--- src/rtl/sram_ctrl_pkg.sv ---
package sram_ctrl_pkg;
  typedef enum logic [2:0] {
    ST_IDLE, ST_RD, ST_RD_REC, ST_WR_Z, ST_WR_D, ST_WR_END
  } state_e;

  function automatic int ceil_cyc(input int ns, input int clk_ns);
    int c;
    c = (ns + clk_ns - 1) / clk_ns;
    return (c < 1) ? 1 : c;
  endfunction

  function automatic int imax(input int a, input int b);
    return (a > b) ? a : b;
  endfunction
endpackage

--- src/rtl/sram_ctrl_timer.sv ---
module sram_ctrl_timer #(
  parameter int CNT_W = 4
) (
  input  logic             clk_i,
  input  logic             rst_ni,
  input  logic             load_i,
  input  logic [CNT_W-1:0] load_val_i,
  output logic             last_o
);
  logic [CNT_W-1:0] cnt_q;

  always_ff @(posedge clk_i or negedge rst_ni) begin
    if (!rst_ni)               cnt_q <= '0;
    else if (load_i)           cnt_q <= load_val_i;
    else if (cnt_q != '0)      cnt_q <= cnt_q - 1'b1;
  end

  assign last_o = (cnt_q == '0);
endmodule

--- src/rtl/sram_ctrl_fsm.sv ---
module sram_ctrl_fsm
  import sram_ctrl_pkg::*;
#(
  parameter int CNT_W = 4,
  parameter int N_RD  = 4,
  parameter int N_RR  = 3,
  parameter int N_WZ  = 1,
  parameter int N_WD  = 3
) (
  input  logic             clk_i,
  input  logic             rst_ni,
  input  logic             valid_i,
  input  logic             we_i,
  input  logic             last_i,
  output state_e           state_o,
  output logic             load_o,
  output logic [CNT_W-1:0] load_val_o,
  output logic             accept_o,
  output logic             capture_o,
  output logic             done_o
);
  state_e state_q, state_d;
  logic   done_q;

  assign accept_o  = (state_q == ST_IDLE) && valid_i;
  assign capture_o = (state_q == ST_RD) && last_i;

  always_comb begin
    state_d    = state_q;
    load_o     = 1'b0;
    load_val_o = '0;
    unique case (state_q)
      ST_IDLE: if (valid_i) begin
        load_o = 1'b1;
        if (we_i) begin
          state_d    = ST_WR_Z;
          load_val_o = CNT_W'(N_WZ - 1);
        end else begin
          state_d    = ST_RD;
          load_val_o = CNT_W'(N_RD - 1);
        end
      end
      ST_RD: if (last_i) begin
        state_d    = ST_RD_REC;
        load_o     = 1'b1;
        load_val_o = CNT_W'(N_RR - 1);
      end
      ST_RD_REC: if (last_i) state_d = ST_IDLE;
      ST_WR_Z: if (last_i) begin
        state_d    = ST_WR_D;
        load_o     = 1'b1;
        load_val_o = CNT_W'(N_WD - 1);
      end
      ST_WR_D:   if (last_i) state_d = ST_WR_END;
      ST_WR_END: state_d = ST_IDLE;
      default:   state_d = ST_IDLE;
    endcase
  end

  always_ff @(posedge clk_i or negedge rst_ni) begin
    if (!rst_ni) begin
      state_q <= ST_IDLE;
      done_q  <= 1'b0;
    end else begin
      state_q <= state_d;
      done_q  <= capture_o || (state_q == ST_WR_END);
    end
  end

  assign state_o = state_q;
  assign done_o  = done_q;
endmodule

--- src/rtl/sram_ctrl_io.sv ---
module sram_ctrl_io
  import sram_ctrl_pkg::*;
#(
  parameter int ADDR_W = 17,
  parameter int DATA_W = 8
) (
  input  logic              clk_i,
  input  logic              rst_ni,
  input  state_e            state_i,
  input  logic              accept_i,
  input  logic              capture_i,
  input  logic [ADDR_W-1:0] addr_i,
  input  logic [DATA_W-1:0] wdata_i,
  input  logic [DATA_W-1:0] dq_i,
  output logic [ADDR_W-1:0] addr_o,
  output logic              cs1_n_o,
  output logic              cs2_o,
  output logic              we_n_o,
  output logic              oe_n_o,
  output logic [DATA_W-1:0] dq_o,
  output logic              dq_oe_o,
  output logic [DATA_W-1:0] rdata_o
);
  logic [ADDR_W-1:0] addr_q;
  logic [DATA_W-1:0] wdata_q, rdata_q;
  logic              sel;

  always_ff @(posedge clk_i or negedge rst_ni) begin
    if (!rst_ni) begin
      addr_q  <= '0;
      wdata_q <= '0;
      rdata_q <= '0;
    end else begin
      if (accept_i) begin
        addr_q  <= addr_i;
        wdata_q <= wdata_i;
      end
      if (capture_i) rdata_q <= dq_i;
    end
  end

  // write ends on the strobe: chip stays selected through ST_WR_END
  assign sel     = (state_i == ST_RD) || (state_i == ST_WR_Z) ||
                   (state_i == ST_WR_D) || (state_i == ST_WR_END);
  assign cs1_n_o = !sel;
  assign cs2_o   = sel;
  assign oe_n_o  = (state_i != ST_RD);
  assign we_n_o  = !((state_i == ST_WR_Z) || (state_i == ST_WR_D));
  assign dq_oe_o = (state_i == ST_WR_D) || (state_i == ST_WR_END);
  assign dq_o    = wdata_q;
  assign addr_o  = addr_q;
  assign rdata_o = rdata_q;
endmodule

--- src/rtl/sram_ctrl.sv ---
module sram_ctrl
  import sram_ctrl_pkg::*;
#(
  parameter int ADDR_W     = 17,
  parameter int DATA_W     = 8,
  parameter int CLK_NS     = 8,
  parameter bit SLOW_GRADE = 1'b0
) (
  input  logic              clk_i,
  input  logic              rst_ni,
  input  logic              req_valid_i,
  output logic              req_ready_o,
  input  logic              req_we_i,
  input  logic [ADDR_W-1:0] req_addr_i,
  input  logic [DATA_W-1:0] req_wdata_i,
  output logic [DATA_W-1:0] rsp_rdata_o,
  output logic              rsp_done_o,
  output logic [ADDR_W-1:0] mem_addr_o,
  output logic              mem_cs1_n_o,
  output logic              mem_cs2_o,
  output logic              mem_we_n_o,
  output logic              mem_oe_n_o,
  output logic [DATA_W-1:0] mem_dq_o,
  output logic              mem_dq_oe_o,
  input  logic [DATA_W-1:0] mem_dq_i
);
  localparam int T_CYC = SLOW_GRADE ? 45 : 30;
  localparam int T_ACC = SLOW_GRADE ? 45 : 30;
  localparam int T_OE  = SLOW_GRADE ? 15 : 12;
  localparam int T_WP  = SLOW_GRADE ? 35 : 22;
  localparam int T_DS  = SLOW_GRADE ? 25 : 18;
  localparam int T_WZ  = SLOW_GRADE ? 15 : 8;
  localparam int T_CSZ = SLOW_GRADE ? 20 : 18;

  localparam int N_RD  = imax(ceil_cyc(T_ACC, CLK_NS), ceil_cyc(T_OE, CLK_NS));
  localparam int N_RR  = ceil_cyc(T_CSZ, CLK_NS);
  localparam int N_WZ  = ceil_cyc(T_WZ, CLK_NS);
  localparam int N_WD  = imax(ceil_cyc(T_DS, CLK_NS),
                         imax(ceil_cyc(T_WP, CLK_NS) - N_WZ,
                              ceil_cyc(T_CYC, CLK_NS) - N_WZ - 1));
  localparam int N_MAX = imax(imax(N_RD, N_RR), imax(N_WZ, N_WD));
  localparam int CNT_W = imax(1, $clog2(N_MAX + 1));

  state_e             state;
  logic               load, last, accept, capture;
  logic [CNT_W-1:0]   load_val;

  sram_ctrl_timer #(.CNT_W(CNT_W)) u_timer (
    .clk_i      (clk_i),
    .rst_ni     (rst_ni),
    .load_i     (load),
    .load_val_i (load_val),
    .last_o     (last)
  );

  sram_ctrl_fsm #(
    .CNT_W (CNT_W), .N_RD (N_RD), .N_RR (N_RR), .N_WZ (N_WZ), .N_WD (N_WD)
  ) u_fsm (
    .clk_i      (clk_i),
    .rst_ni     (rst_ni),
    .valid_i    (req_valid_i),
    .we_i       (req_we_i),
    .last_i     (last),
    .state_o    (state),
    .load_o     (load),
    .load_val_o (load_val),
    .accept_o   (accept),
    .capture_o  (capture),
    .done_o     (rsp_done_o)
  );

  sram_ctrl_io #(.ADDR_W(ADDR_W), .DATA_W(DATA_W)) u_io (
    .clk_i     (clk_i),
    .rst_ni    (rst_ni),
    .state_i   (state),
    .accept_i  (accept),
    .capture_i (capture),
    .addr_i    (req_addr_i),
    .wdata_i   (req_wdata_i),
    .dq_i      (mem_dq_i),
    .addr_o    (mem_addr_o),
    .cs1_n_o   (mem_cs1_n_o),
    .cs2_o     (mem_cs2_o),
    .we_n_o    (mem_we_n_o),
    .oe_n_o    (mem_oe_n_o),
    .dq_o      (mem_dq_o),
    .dq_oe_o   (mem_dq_oe_o),
    .rdata_o   (rsp_rdata_o)
  );

  assign req_ready_o = (state == ST_IDLE);
endmodule

--- config.mk ---
export PLATFORM = sky130hd
export DESIGN_NAME = sram_ctrl
export DESIGN_NICKNAME = d
export VERILOG_FILES = /design/src/rtl/sram_ctrl_pkg.sv /design/src/rtl/sram_ctrl_timer.sv /design/src/rtl/sram_ctrl_fsm.sv /design/src/rtl/sram_ctrl_io.sv /design/src/rtl/sram_ctrl.sv
export SDC_FILE = /design/constraint.sdc
export NUM_CORES = 1
export LEC_CHECK = 0
export ABC_AREA = 0
export BUFFER_PORTS_ARGS = -buffer_cell sky130_fd_sc_hd__buf_4
export CORE_MARGIN = 2
export CORE_UTILIZATION = 49
export CTS_CLUSTER_DIAMETER = 50
export CTS_CLUSTER_SIZE = 16
export DETAILED_ROUTE_END_ITERATION = 8
export HOLD_SLACK_MARGIN = 0.12
export PLACE_DENSITY = 0.86
export SYNTH_ARGS = -nofsm -noshare
export SYNTH_HDL_FRONTEND = slang
export SYNTH_SLANG_ARGS = --single-unit
--- constraint.sdc ---
create_clock -name clk_i -period 3.2 [get_ports clk_i]
set_input_delay 0.48 -clock clk_i [delete_from_list [all_inputs] [get_ports clk_i]]
set_output_delay 0.48 -clock clk_i [all_outputs]
set_load 0.02 [all_outputs]
Yosys cells after proc, flatten, opt, wreduce, memory -nomap -nowiden

Index checks and enable logic that the tools add are counted.
Widths: inputs -> output; s select.

Reductions and logical operators: 16
Divide/modulo/power cells: 0
$lt $le $gt $ge: 0
Eq/ne operators: 11
Bitwise operators: 0
Muxes and demuxes: 16
Shifts and indexed selects: 0
$add $sub $neg: 1
Multiply operators: 0

Operator list:

| operator            | count |
|---|---|
| $mux 3              | 8 |
| $pmux 3 s5          | 1 |
| $ne 2x1->1 const B  | 4 |
| $eq 3x2->1 const B  | 2 |
| $eq 3x3->1 const B  | 2 |
| $logic_not 3->1     | 2 |
| $logic_or 1x1->1    | 6 |
| $mux 2              | 3 |
| $pmux 3 s2          | 1 |
| $reduce_and 5->1    | 1 |
| $eq 3x1->1 const B  | 1 |
| $ne 3x1->1 const B  | 1 |
| $reduce_bool 3->1   | 1 |
| $sub 3x1->3 const B | 1 |
| $logic_and 1x1->1   | 2 |
| $logic_not 1->1     | 2 |
| $mux 1              | 2 |
| $ne 2x2->1 const B  | 1 |
| $pmux 1 s2          | 1 |
| $reduce_bool 2->1   | 1 |
| $reduce_or 2->1     | 1 |

Bits in latches: 0
Memory bits (writable): 0
ROM bits: 0
Output and inout bits: 40
Register bits: 40
Bits of input ports: 37
Memories: 0

Depth between registers and ports, before layout

Gate-level depths: netlist of run 1.

Word-level depth: 5
Mapped depth: 6
Depth with buffers taken out: 5

By module

A second synthesis of run 1 with hierarchy kept.

Cells, all modules: 131
Area, all modules: 1860.5 µm²

By module, submodules not included:

| module          | times used | area an instance (µm²) | cells each | sequential area each (µm²) |
|---|---|---|---|---|
| sram_ctrl_io    | 1          | 1373.8                 | 78         | 825.8 |
| sram_ctrl_fsm   | 1          | 276.5                  | 31         | 100.1 |
| sram_ctrl_timer | 1          | 200.2                  | 21         | 75.1 |
| sram_ctrl       | 1          | 10.0                   | 1          | 0.0 |

Least setup slack after synthesis of run 1

Ideal clock, no wire load.

Kind: reg-to-output
Start point: register u_fsm.state_q[2] (netlist: u_fsm.state_o[2])
End point: output mem_cs1_n_o
Arrival time: 1.244 ns
Buffers on the path: 1
Setup slack: 1.476 ns
Required time: 2.720 ns
Stages on the path, launching flop included: 5
Path through: dfrtp_1 > buf_4 > nor2b_1 > or2_2 > inv_1

Cells in the longest elaborated chain, start to end: 5

RTL lines:

| what                                     | line                | RTL |
|---|---|---|
| start: declaration                       | sram_ctrl_fsm.sv:22 | `state_e state_q, state_d;` |
| start signal: assignment                 | sram_ctrl_fsm.sv:65 | `state_q <= state_d;` |
| $eq 3x1->1 or $eq 3x2->1 (tied branches) | sram_ctrl_io.sv:43  | `assign sel = (state_i == ST_RD) \|\| (state_i == ST_WR_Z) \|\|` |
| $logic_or 1x1->1 (2 in series)           | sram_ctrl_io.sv:43  |  |
| $logic_or 1x1->1 (*)                     | sram_ctrl_io.sv:44  | `(state_i == ST_WR_D) \|\| (state_i == ST_WR_END);` |
| named net mem_cs2_o                      | sram_ctrl.sv:20     | `output logic mem_cs2_o,` |
| $logic_not 1->1 (*)                      | sram_ctrl_io.sv:45  | `assign cs1_n_o = !sel;` |
| end: declaration                         | sram_ctrl.sv:19     | `output logic mem_cs1_n_o,` |

Mark *: on every way through the listed nets, which the timed path passes. The rest lies on a longest branch.

Worst setup path in the final report of run 1

Start point: register u_fsm.state_q[0] (netlist: u_fsm.state_o[0])
End point: output mem_cs1_n_o

Cells in the longest elaborated chain, start to end: 5

RTL lines:

| what                                     | line |
|---|---|
| $eq 3x1->1 or $eq 3x2->1 (tied branches) | sram_ctrl_io.sv:43 |
| $logic_or 1x1->1 (2 in series)           | sram_ctrl_io.sv:43 |
| $logic_or 1x1->1 (*)                     | sram_ctrl_io.sv:44 |
| $logic_not 1->1 (*)                      | sram_ctrl_io.sv:45 |

Mark *: on every way between the ends. The rest lies on a longest branch, timed or not.

==> flow_summary_export.csv, run 1 <==
group,metric,value,unit
logic_synthesis,yosys-top-cells-area,"dfrtp_1 (59%), mux2_2 (22%), buf_6 (2.7%)",
grt,antenna_found_initial,0,
worst_hold_path,hold_path.startpoint,"req_we_i",
outcome,status,"finished clean",
cts,cts_made_buffers,5,
cts,cts.path.max_buffers,2,
timing,setup_tns,0,ps
timing,setup_viol,0,
logic_synthesis,ys_warn_count,0,
logic_synthesis,synth_top_cell_by_area,"dfrtp_1",
power_and_ir_drop,power.total,2.463,mW
timing,rsz0062_at_grt,"false",
routing,vias,1187,
power_and_ir_drop,ir_drop,556.1,uV
timing,fin_crit,2066,ps
floorplan,coreArea,3311,um^2
critical_path,crit_fanout,11,
cts,cts.sinks,40,
finish,fill_cells,271,
routing,post_drt_via_cell_ratio,4.905,
finish,multiInputGateArea,604.3,um^2
logic_synthesis,syn_area,1683,um^2
power_and_ir_drop,p_leak,1.123,nW
cts,clk_latency,330,ps
floorplan,io_pins,77,
cts,path_clk_slew,100,ps
logic_synthesis,synth_ff_type,"dfrtp_1",
critical_path,cp_slowest_stage_delay,520,ps
finish,drive_gt1_share,60.71,%
grt,grt_pass1_wl,5775,um
floorplan,die_x,62.61,um
critical_path,worstPathArrival,1590,ps
finish,ff_latch_area,1001,um^2
placement,globalplace.congestion,0.7850,
logic_synthesis,ys_seq_area_share,59.48,%
finish,num_antenna_cells,0,
worst_hold_path,min_path_cells,2,
routing,dr.pass1.iters,4,
finish,final_nets,234,
run,maxCapViolations,0,
placement,dpl_cell_area,2256,um^2
logic_synthesis,synth.most_common_cell,"dfrtp_1",
critical_path,end_kind,"output pin",
routing,drt_iter0_drc,39,
critical_path,rr_startpoint,"u_timer.cnt_q[0]",
critical_path,crit_slowest_cell,"dfrtp_1",
floorplan,start_util,50.83,%
timing,slew_headroom,67.64,%
cts,cts_tree,"built",
floorplan,die_h,62.61,um
cts,cts_setup_buffers,0,
timing,fin_worst_skew,8.832,ps
floorplan,die-area,3919,um^2
cts,htreeDepth,2,
timing,max_freq,484.1,MHz
logic_synthesis,synth_nets,156,
worst_hold_path,hold_class,"input pin to flop",
cts,cts-root-buf,"clkbuf_4",
finish,final_util,70.22,%
critical_path,reg2reg_depth,5,
routing,drc,0,
timing,drv_slew,0,
timing,fin_crit_sh,64.55,%
timing,hold_viol,0,
floorplan,rows,21,
critical_path,cp-start-kind,"flop",
placement,pre_cts_ws,1358,ps
timing,fin_ws,1134,ps
grt,grt-ovfl-total,0,
placement,dp_hpwl,2676,um
critical_path,worstPathRequired,2720,ps
power_and_ir_drop,power.density,1059,nW/um^2
critical_path,critical_path_class,"flop to output pin",
logic_synthesis,yosys-top-cells-count,"dfrtp_1 (40), mux2_2 (33), a21oi_1 (5)",
routing,ant_nets,0,
critical_path,r2r_end,"u_io.rdata_o[0]",
worst_hold_path,min_to,"u_timer.cnt_q[0]",
critical_path,crit_path_cell_trace,"nor2b_1 > or2_2 > inv_1 > buf_4",
routing,post_drt_wl_per_cell,14.26,um
logic_synthesis,syn_inst,117,
finish,design_area,2325,um^2
logic_synthesis,ys_async_sr_fraction,100.0,%
logic_synthesis,synth_edf_count,0,
finish,area_delta_synth_final,38.14,%
logic_synthesis,synth_area_per_cell,14.38,um^2
critical_path,worst-r2r-setup-slack,1370,ps
timing,worst_slew_pin_slew,484.4,ps
grt,grt_max_degree,41,
grt,grt_pass1_vias,1270,
placement,port_buffers,76,
grt,grt.total_usage,19.30,%
routing,wirelength,3451,um
logic_synthesis,yosysUniqueCellTypes,23,
logic_synthesis,ys_seq_elements,40,
logic_synthesis,synth_top_area_share,59.48,%
## sequential cells by signal (all words and copies together) (netlist names)
signal         flops
u_io.addr_o       17
u_io.dq_o          8
u_io.rdata_o       8
u_fsm.state_o      3
u_timer.cnt_q      3
u_fsm.done_o       1
## timing repair
item,in CTS,in global routing
resized for setup,0,0
hold buffers,1,0
endpoints found under the hold margin,40,0
## area by class of cell
cell class | instances | area share [%]
clock buffer | 8 | 2.530
inverter | 4 | 0.6459
multi-input combinational | 66 | 26.00
sequential | 40 | 43.06
tap | 46 | 2.476
timing repair buffer | 78 | 25.30
## cell families (layout without fill, tap and decap cells)
kind of cell / Yosys count / count (layout) / share of synthesized area (%)
mux: 35 / 35 / 23.27
compound gates: 11 / 11 / 4.461
flops: 40 / 40 / 59.48
simple gates: 18 / 18 / 6.691
buf+inv: 11 / 90 / 4.609
fa+ha+maj: 2 / 2 / 1.487
## stage by stage
step | instances | hold slack (ps)
final | 242 | 357.1
after global placement | 233 | 467.6
after detailed placement | 233 | 479.0
after global routing | 242 | 329.0
after CTS | 242 | 333.5
after floorplan | 117 | 184.4
## worst max-delay path by stage
stage	slack, ps	from	depth (start not counted)	end
after floorplan	1480	u_fsm.state_o[2]	4	mem_cs1_n_o
after detailed placement	1360	u_timer.cnt_q[0]	5	u_io.rdata_o[0]
after global placement	1480	u_timer.cnt_q[0]	5	u_io.rdata_o[0]
after CTS	1120	u_fsm.state_o[0]	4	mem_cs1_n_o
final	1130	u_fsm.state_o[0]	4	mem_cs1_n_o
after global routing	1030	u_fsm.state_o[0]	4	mem_cs1_n_o
## power by group
| part | switching [mW] | leakage [nW] | internal (mW) |
|---|---|---|---|
| logic | 0.641 | 0.614 | 0.634 |
| clock network | 0.148 | 0.0326 | 0.109 |
| registers | 0.173 | 0.476 | 0.757 |
## placed cells by master (no fill, tap or decap), types with 3 or more instances in the layout
cell / instances
clkbuf_4: 5
mux2_2: 33
inv_1: 4
buf_4: 77
dfrtp_1: 40
nor2_1: 4
nor2b_1: 3
nand2_1: 3
a21oi_1: 5
## routing by layer
layer	vias to the layer above	routed length [um]	GRT usage, %
li1	563	-	-
met1	566	1416	22.44
met2	53	1704	32.12
met3	5	290	8.649
met4	0	40	5.833
met5	-	0	0
## critical path: cells and delay by family, from the launching register on
kind / cells / cell delay [ps]
simple gates: 2 / 550
flops: 1 / 520
buf+inv: 2 / 190
No activity file was read; power rests on OpenSTA's default activity.
==> run 2: changes to the inputs <==
--- a/config.mk
+++ b/config.mk
@@ -8,12 +8,12 @@
 export ABC_AREA = 0
 export BUFFER_PORTS_ARGS = -buffer_cell sky130_fd_sc_hd__buf_4
 export CORE_MARGIN = 2
-export CORE_UTILIZATION = 49
+export CORE_UTILIZATION = 41
 export CTS_CLUSTER_DIAMETER = 50
 export CTS_CLUSTER_SIZE = 16
 export DETAILED_ROUTE_END_ITERATION = 8
 export HOLD_SLACK_MARGIN = 0.12
-export PLACE_DENSITY = 0.86
+export PLACE_DENSITY = 0.77
 export SYNTH_ARGS = -nofsm -noshare
 export SYNTH_HDL_FRONTEND = slang
 export SYNTH_SLANG_ARGS = --single-unit
==> constraint.sdc (replaced) <==
create_clock -name clk_i -period 1.9 [get_ports clk_i]
set_input_delay 0.285 -clock clk_i [delete_from_list [all_inputs] [get_ports clk_i]]
set_output_delay 0.285 -clock clk_i [all_outputs]
set_load 0.02 [all_outputs]
==> run 2 against run 1 <==
Combinational power increased by 70%. Wire length increased by 0.12%. Worst hold slack got worse by 130 ps. Cell area increased by 2.5%. Critical path depth unchanged. Non-clock buffer count increased by 1. Die area increased by 18%. Total power increased by 75%. Critical path type unchanged. Largest power group unchanged. Highest routed layer unchanged.
==> flow_summary_export.csv, run 2 (same netlist as run 1, synthesis figures left out) <==
group,metric,value,unit
outcome,status,"finished clean",
routing,post_drt_wl_per_cell,13.99,um
floorplan,die-area,4633,um^2
cts,clk_latency,280,ps
cts,htreeDepth,2,
cts,cts_tree,"built",
routing,dr.pass1.iters,4,
routing,vias,1195,
grt,grt_pass1_vias,1154,
worst_hold_path,hold_class,"input pin to flop",
routing,post_drt_via_cell_ratio,4.838,
critical_path,end_kind,"output pin",
grt,grt_max_degree,41,
finish,num_antenna_cells,0,
critical_path,startpoint,"u_fsm.state_o[0]",
timing,slew_headroom,67.25,%
critical_path,crit_fanout,11,
timing,fin_worst_skew,4.808,ps
finish,final_nets,235,
routing,ant_nets,0,
timing,setup_viol,0,
cts,cts_made_buffers,5,
floorplan,coreArea,3971,um^2
floorplan,die_h,68.07,um
power_and_ir_drop,power.total,4.313,mW
run,maxCapViolations,0,
power_and_ir_drop,power.density,1810,nW/um^2
timing,setup_tns,0,ps
cts,cts.path.max_buffers,2,
floorplan,die_x,68.07,um
finish,final_common_cell,"buf_4",
floorplan,io_pins,77,
finish,area_delta_synth_final,41.64,%
finish,layout_common_cells,"buf_4 (77), dfrtp_1 (40), mux2_2 (33), clkbuf_8 (6), a21oi_1 (5)",
placement,globalplace.congestion,0.7222,
placement,dp_hpwl,2624,um
cts,path_clk_slew,70,ps
placement,port_buffers,76,
finish,largest_reg_flops,17,
timing,fin_ws,98.84,ps
grt,grt_pass1_wl,5278,um
critical_path,rr_startpoint,"u_timer.cnt_q[0]",
timing,worst_slew_pin_slew,491.3,ps
timing,hold_viol,0,
timing,fin_crit_sh,94.80,%
critical_path,worst-r2r-setup-slack,280,ps
critical_path,critical_path_class,"flop to output pin",
cts,cts-root-buf,"clkbuf_8",
grt,antenna_found_initial,0,
worst_hold_path,hold_path.startpoint,"req_we_i",
power_and_ir_drop,p_leak,1.149,nW
critical_path,worstPathArrival,1520,ps
timing,drv_slew,0,
routing,drc,0,
timing,hold_ws,226.8,ps
routing,wirelength,3455,um
grt,grt-ovfl-total,0,
finish,fill_cells,328,
power_and_ir_drop,ir_drop,930.5,uV
timing,rsz0062_at_grt,"false",
timing,max_freq,555.2,MHz
routing,drt_iter0_drc,36,
finish,final_util,60.02,%
finish,drive_gt1_share,61.93,%
grt,grt.total_usage,15.71,%
critical_path,worstPathRequired,1620,ps
timing,fin_crit,1801,ps
cts,cts.sinks,40,
floorplan,start_util,42.38,%
placement,pre_cts_ws,304.1,ps
floorplan,rows,23,
critical_path,cp-start-kind,"flop",
==> run 2: cell types whose count changed in the layout (fill, tap and decap cells not counted) <==
cell,previous run,this run
clkbuf_4,5,0
clkbuf_8,1,6
clkbuf_1,2,0
clkinv_2,0,2
buf_12,0,1
==> run 2: repair_timing <==
| item | in CTS | in global routing |
|---|---|---|
| hold buffers | 1 | 0 |
| setup buffers | 0 | 0 |
| hold endpoints to repair | 40 | 0 |
| gates resized for setup | 0 | 0 |
==> run 2: worst paths after layout <==
check / to / depth (start not counted)
max: mem_cs1_n_o / 4
min: u_timer.cnt_q[0] / 2
max reg2reg: u_io.rdata_o[3] / 5
min reg2reg: u_io.rdata_o[6] / 1
max in group asynchronous: u_io.addr_o[1] / 2
min in group asynchronous: u_io.rdata_o[5] / 2
==> run 2: routing by layer <==
metal  global-route usage [%]  vias up  wire (um)
met5                        0        -          0
met4                    5.250        0         19
met3                    6.743        2        312
met2                    26.70       54       1794
met1                    17.68      572       1329
li1                         -      567          -
==> run 2: worst max-delay path: stages (launching register included) <==
cell     delay [ps]
dfrtp_1         510
nor2b_1         220
or2_2           320
inv_1            60
buf_4           130
==> run 2: layout make-up <==
| class | count | area, um^2 | area share (%) |
|---|---|---|---|
| clock buffer | 6 | 82.58 | 3.465 |
| tap | 50 | 62.56 | 2.625 |
| timing repair buffer | 79 | 608.1 | 25.51 |
| sequential | 40 | 1001 | 41.99 |
| clock inverter | 2 | 10.01 | 0.4199 |
| inverter | 4 | 15.01 | 0.6299 |
| multi-input combinational | 66 | 604.3 | 25.35 |
==> run 2: power breakdown <==
part | internal (mW) | switching (mW) | leakage [nW]
combinational | 1.10 | 1.08 | 0.622
clock | 0.289 | 0.275 | 0.0510
sequential | 1.28 | 0.294 | 0.476
total | 2.66 | 1.65 | 1.15
==> run 2: metrics by stage <==
stage | instances | area, um^2
after floorplan | 117 | 1683
after global placement | 238 | 2281
after detailed placement | 238 | 2281
after CTS | 247 | 2384
after global routing | 247 | 2384
final | 247 | 2384
==> run 3: changes to the inputs <==
--- a/config.mk
+++ b/config.mk
@@ -7,13 +7,15 @@
 export LEC_CHECK = 0
 export ABC_AREA = 0
 export BUFFER_PORTS_ARGS = -buffer_cell sky130_fd_sc_hd__buf_4
+export CELL_PAD_IN_SITES_DETAIL_PLACEMENT = 0
+export CELL_PAD_IN_SITES_GLOBAL_PLACEMENT = 1
 export CORE_MARGIN = 2
-export CORE_UTILIZATION = 41
+export CORE_UTILIZATION = 33
 export CTS_CLUSTER_DIAMETER = 50
-export CTS_CLUSTER_SIZE = 16
 export DETAILED_ROUTE_END_ITERATION = 8
 export HOLD_SLACK_MARGIN = 0.12
 export PLACE_DENSITY = 0.77
 export SYNTH_ARGS = -nofsm -noshare
 export SYNTH_HDL_FRONTEND = slang
+export SYNTH_HIERARCHICAL = 1
 export SYNTH_SLANG_ARGS = --single-unit
==> run 3 against run 2 <==
Combinational power is 17% higher. Critical path depth is 1 lower. Largest cell class unchanged. Final cell count is 15% higher. Critical path type unchanged.
==> flow_summary_export.csv, run 3 <==
group,metric,value,unit
placement,dp_hpwl,2785,um
routing,post_drt_via_cell_ratio,4.502,
cts,cts_setup_buffers,0,
grt,use_met2,20.34,%
floorplan,die_h,79.09,um
routing,drc,0,
cts,path_clk_slew,80,ps
placement,globalplace.congestion,0.7350,
routing,ant_nets,0,
timing,fin_worst_skew,5.630,ps
timing,fin_crit,1766,ps
grt,grt-ovfl-total,0,
placement,port_buffers,76,
logic_synthesis,synth_area_per_cell,14.20,um^2
critical_path,rr_startpoint,"u_timer/cnt_q[0]",
finish,finalNonFillerCells,285,
critical_path,end_kind,"output pin",
critical_path,cp-start-kind,"flop",
logic_synthesis,ys_warn_count,6,
logic_synthesis,synth_nets,170,
finish,drive_gt1_share,59.15,%
timing,setup_tns,0,ps
logic_synthesis,synth_ff_type,"dfrtp_1",
grt,grt_pass1_vias,1336,
finish,largest_reg_flops,17,
power_and_ir_drop,switching_share,37.85,%
finish,final_nets,251,
cts,htreeDepth,2,
power_and_ir_drop,ir_drop,622.2,uV
cts,cts_made_buffers,5,
logic_synthesis,ys_seq_area_share,53.80,%
floorplan,die_x,79.09,um
cts,cts_tree,"built",
logic_synthesis,yosys-top-cells-count,"dfrtp_1 (40), mux2_4 (20), mux2_2 (13), inv_1 (8), nand2b_1 (5)",
floorplan,die-area,6254,um^2
critical_path,crit_fanout,11,
timing,setup_viol,0,
power_and_ir_drop,switchingPower,1.743,mW
logic_synthesis,ys_async_sr_fraction,100.0,%
logic_synthesis,synth.most_common_cell,"dfrtp_1",
logic_synthesis,syn_inst,131,
grt,grt_pass1_wl,6244,um
critical_path,startpoint,"u_fsm/state_o[2]",
timing,max_freq,566.3,MHz
timing,rsz0062_at_grt,"false",
timing,worst_slew_pin_slew,507.1,ps
grt,antenna_found_initial,0,
cts,cts-root-buf,"clkbuf_8",
critical_path,crit_slowest_cell,"dfrtp_1",
logic_synthesis,ys_seq_elements,40,
critical_path,crit_path_cell_trace,"buf_4 > or3_1 > buf_4",
grt,use_met3,4.091,%
floorplan,io_pins,77,
critical_path,critical_path_class,"flop to output pin",
worst_hold_path,hold_class,"input pin to flop",
cts,clk_latency,290,ps
floorplan,rows,27,
routing,drt_iter0_drc,12,
cts,cts.path.max_buffers,2,
timing,fin_crit_sh,92.95,%
logic_synthesis,synth_edf_count,0,
timing,drv_slew,0,
power_and_ir_drop,p_leak,1.259,nW
routing,dr.pass1.iters,4,
finish,area_delta_synth_final,39.48,%
power_and_ir_drop,clock_power_share,11.9,%
run,maxCapViolations,0,
critical_path,worstPathArrival,1480,ps
grt,grt.total_usage,12.60,%
power_and_ir_drop,p_int,2.862,mW
power_and_ir_drop,power.density,1775,nW/um^2
placement,dp.cells,276,
grt,grt_busiest_layer,"met2",
timing,hold_viol,0,
logic_synthesis,yosysUniqueCellTypes,35,
logic_synthesis,syn_area,1861,um^2
power_and_ir_drop,combPwrFrac,55.3,%
routing,post_drt_wl_per_cell,13.79,um
routing,wirelength,3930,um
power_and_ir_drop,seqPwrFrac,32.8,%
critical_path,cp_common_cell,"buf_4",
grt,grt_max_degree,41,
outcome,status,"finished clean",
floorplan,coreArea,5473,um^2
critical_path,cp_slowest_stage_delay,460,ps
finish,layout_common_cells,"buf_4 (81), dfrtp_1 (40), mux2_4 (20), mux2_2 (13), inv_1 (8)",
finish,fill_cells,496,
logic_synthesis,synth_top_area_share,53.80,%
logic_synthesis,synth_top_cell_by_area,"dfrtp_1",
routing,vias,1283,
logic_synthesis,yosys-top-cells-area,"dfrtp_1 (54%), mux2_4 (16%), mux2_2 (7.9%)",
grt,grt_use_met1,15.41,%
finish,final_common_cell,"buf_4",
worst_hold_path,hold_path.startpoint,"req_wdata_i[1]",
critical_path,worstPathRequired,1620,ps
finish,num_antenna_cells,0,
floorplan,start_util,34.00,%
cts,cts.sinks,40,
timing,slew_headroom,66.19,%
## run 3: cell types whose count changed after synthesis, sizes merged, moves of 3 or more
cell    delta
inv        +4
nand2b     +3
a21oi      -3
nand3      -3
## run 3: layer usage
layer	up-vias	part of all wire (%)
met5	-	0
met4	0	1.1
met3	4	8.9
met2	57	45
met1	609	45
li1	613	-
## run 3: kinds of logic (layout without fill, tap and decap cells)
logic type	Yosys count	count (layout)	synth area share [%]
buffers and inverters	17	99	6.322
DFF	40	40	53.80
AOI/OAI and AO/OA	12	12	4.641
muxes	33	33	24.01
adders and majority gates	2	2	1.345
and+or+nand+nor	26	26	9.684
other	1	1	0.2016
## run 3: worst paths after layout
kind	slack, ps	cells past startpoint	endpoint
worst max-delay path	130	3	mem_oe_n_o
worst min register to register	510	1	u_io/rdata_o[2]
worst max register to register	160	7	u_io/rdata_o[3]
worst min-delay path	220	2	u_io/dq_o[1]
min in group asynchronous	500	2	u_io/addr_o[13]
max in group asynchronous	1040	2	u_io/addr_o[14]
## run 3: per-stage QoR
step | hold WS (ps) | util (%) | setup slack [ps] | area [um^2] | power, mW
5_1_grt | 211.0 | 47.42 | 48.23 | 2595 | 4.888
2_1_floorplan | -10.59 | - | 92.95 | 1861 | 3.135
3_3_place_gp | 298.2 | 45.56 | 147.9 | 2494 | 4.045
6_report | 224.2 | 47.42 | 134.0 | 2595 | 4.605
3_5_place_dp | 292.1 | 45.56 | 82.75 | 2494 | 4.072
4_1_cts | 209.7 | 47.35 | 59.37 | 2591 | 4.649
## run 3: cell type report
type                            count  area, um^2  share of cell area (%)
Inverter                            8       30.03                   1.157
Clock inverter                      3       18.77                  0.7232
Tap cell                           72       90.09                   3.472
Multi-Input combinational cell     74       748.2                   28.83
Clock buffer                        5       68.82                   2.652
Timing Repair Buffer               83       638.1                   24.59
Sequential cell                    40        1001                   38.57
## run 3: power groups by stage
stage / logic, mW / registers, mW / clock network [mW]
2_1_floorplan: 1.16 / 1.98 / 0
3_3_place_gp: 2.54 / 1.51 / 0
3_5_place_dp: 2.55 / 1.52 / 0
4_1_cts: 2.56 / 1.51 / 0.577
5_1_grt: 2.70 / 1.57 / 0.613
6_report: 2.55 / 1.51 / 0.548
## run 3: worst max-delay path, delay by kind of cell (launching register included)
family	cells	cell delay [ps]
and+or+nand+nor	1	360
buffers and inverters	2	370
DFF	1	460
## run 3: what timing repair did
action | CTS | global route
endpoints found under the hold margin | 40 | 0
endpoints found under the setup margin | 0 | 2
resized for setup | 0 | 1
hold buffers | 1 | 0
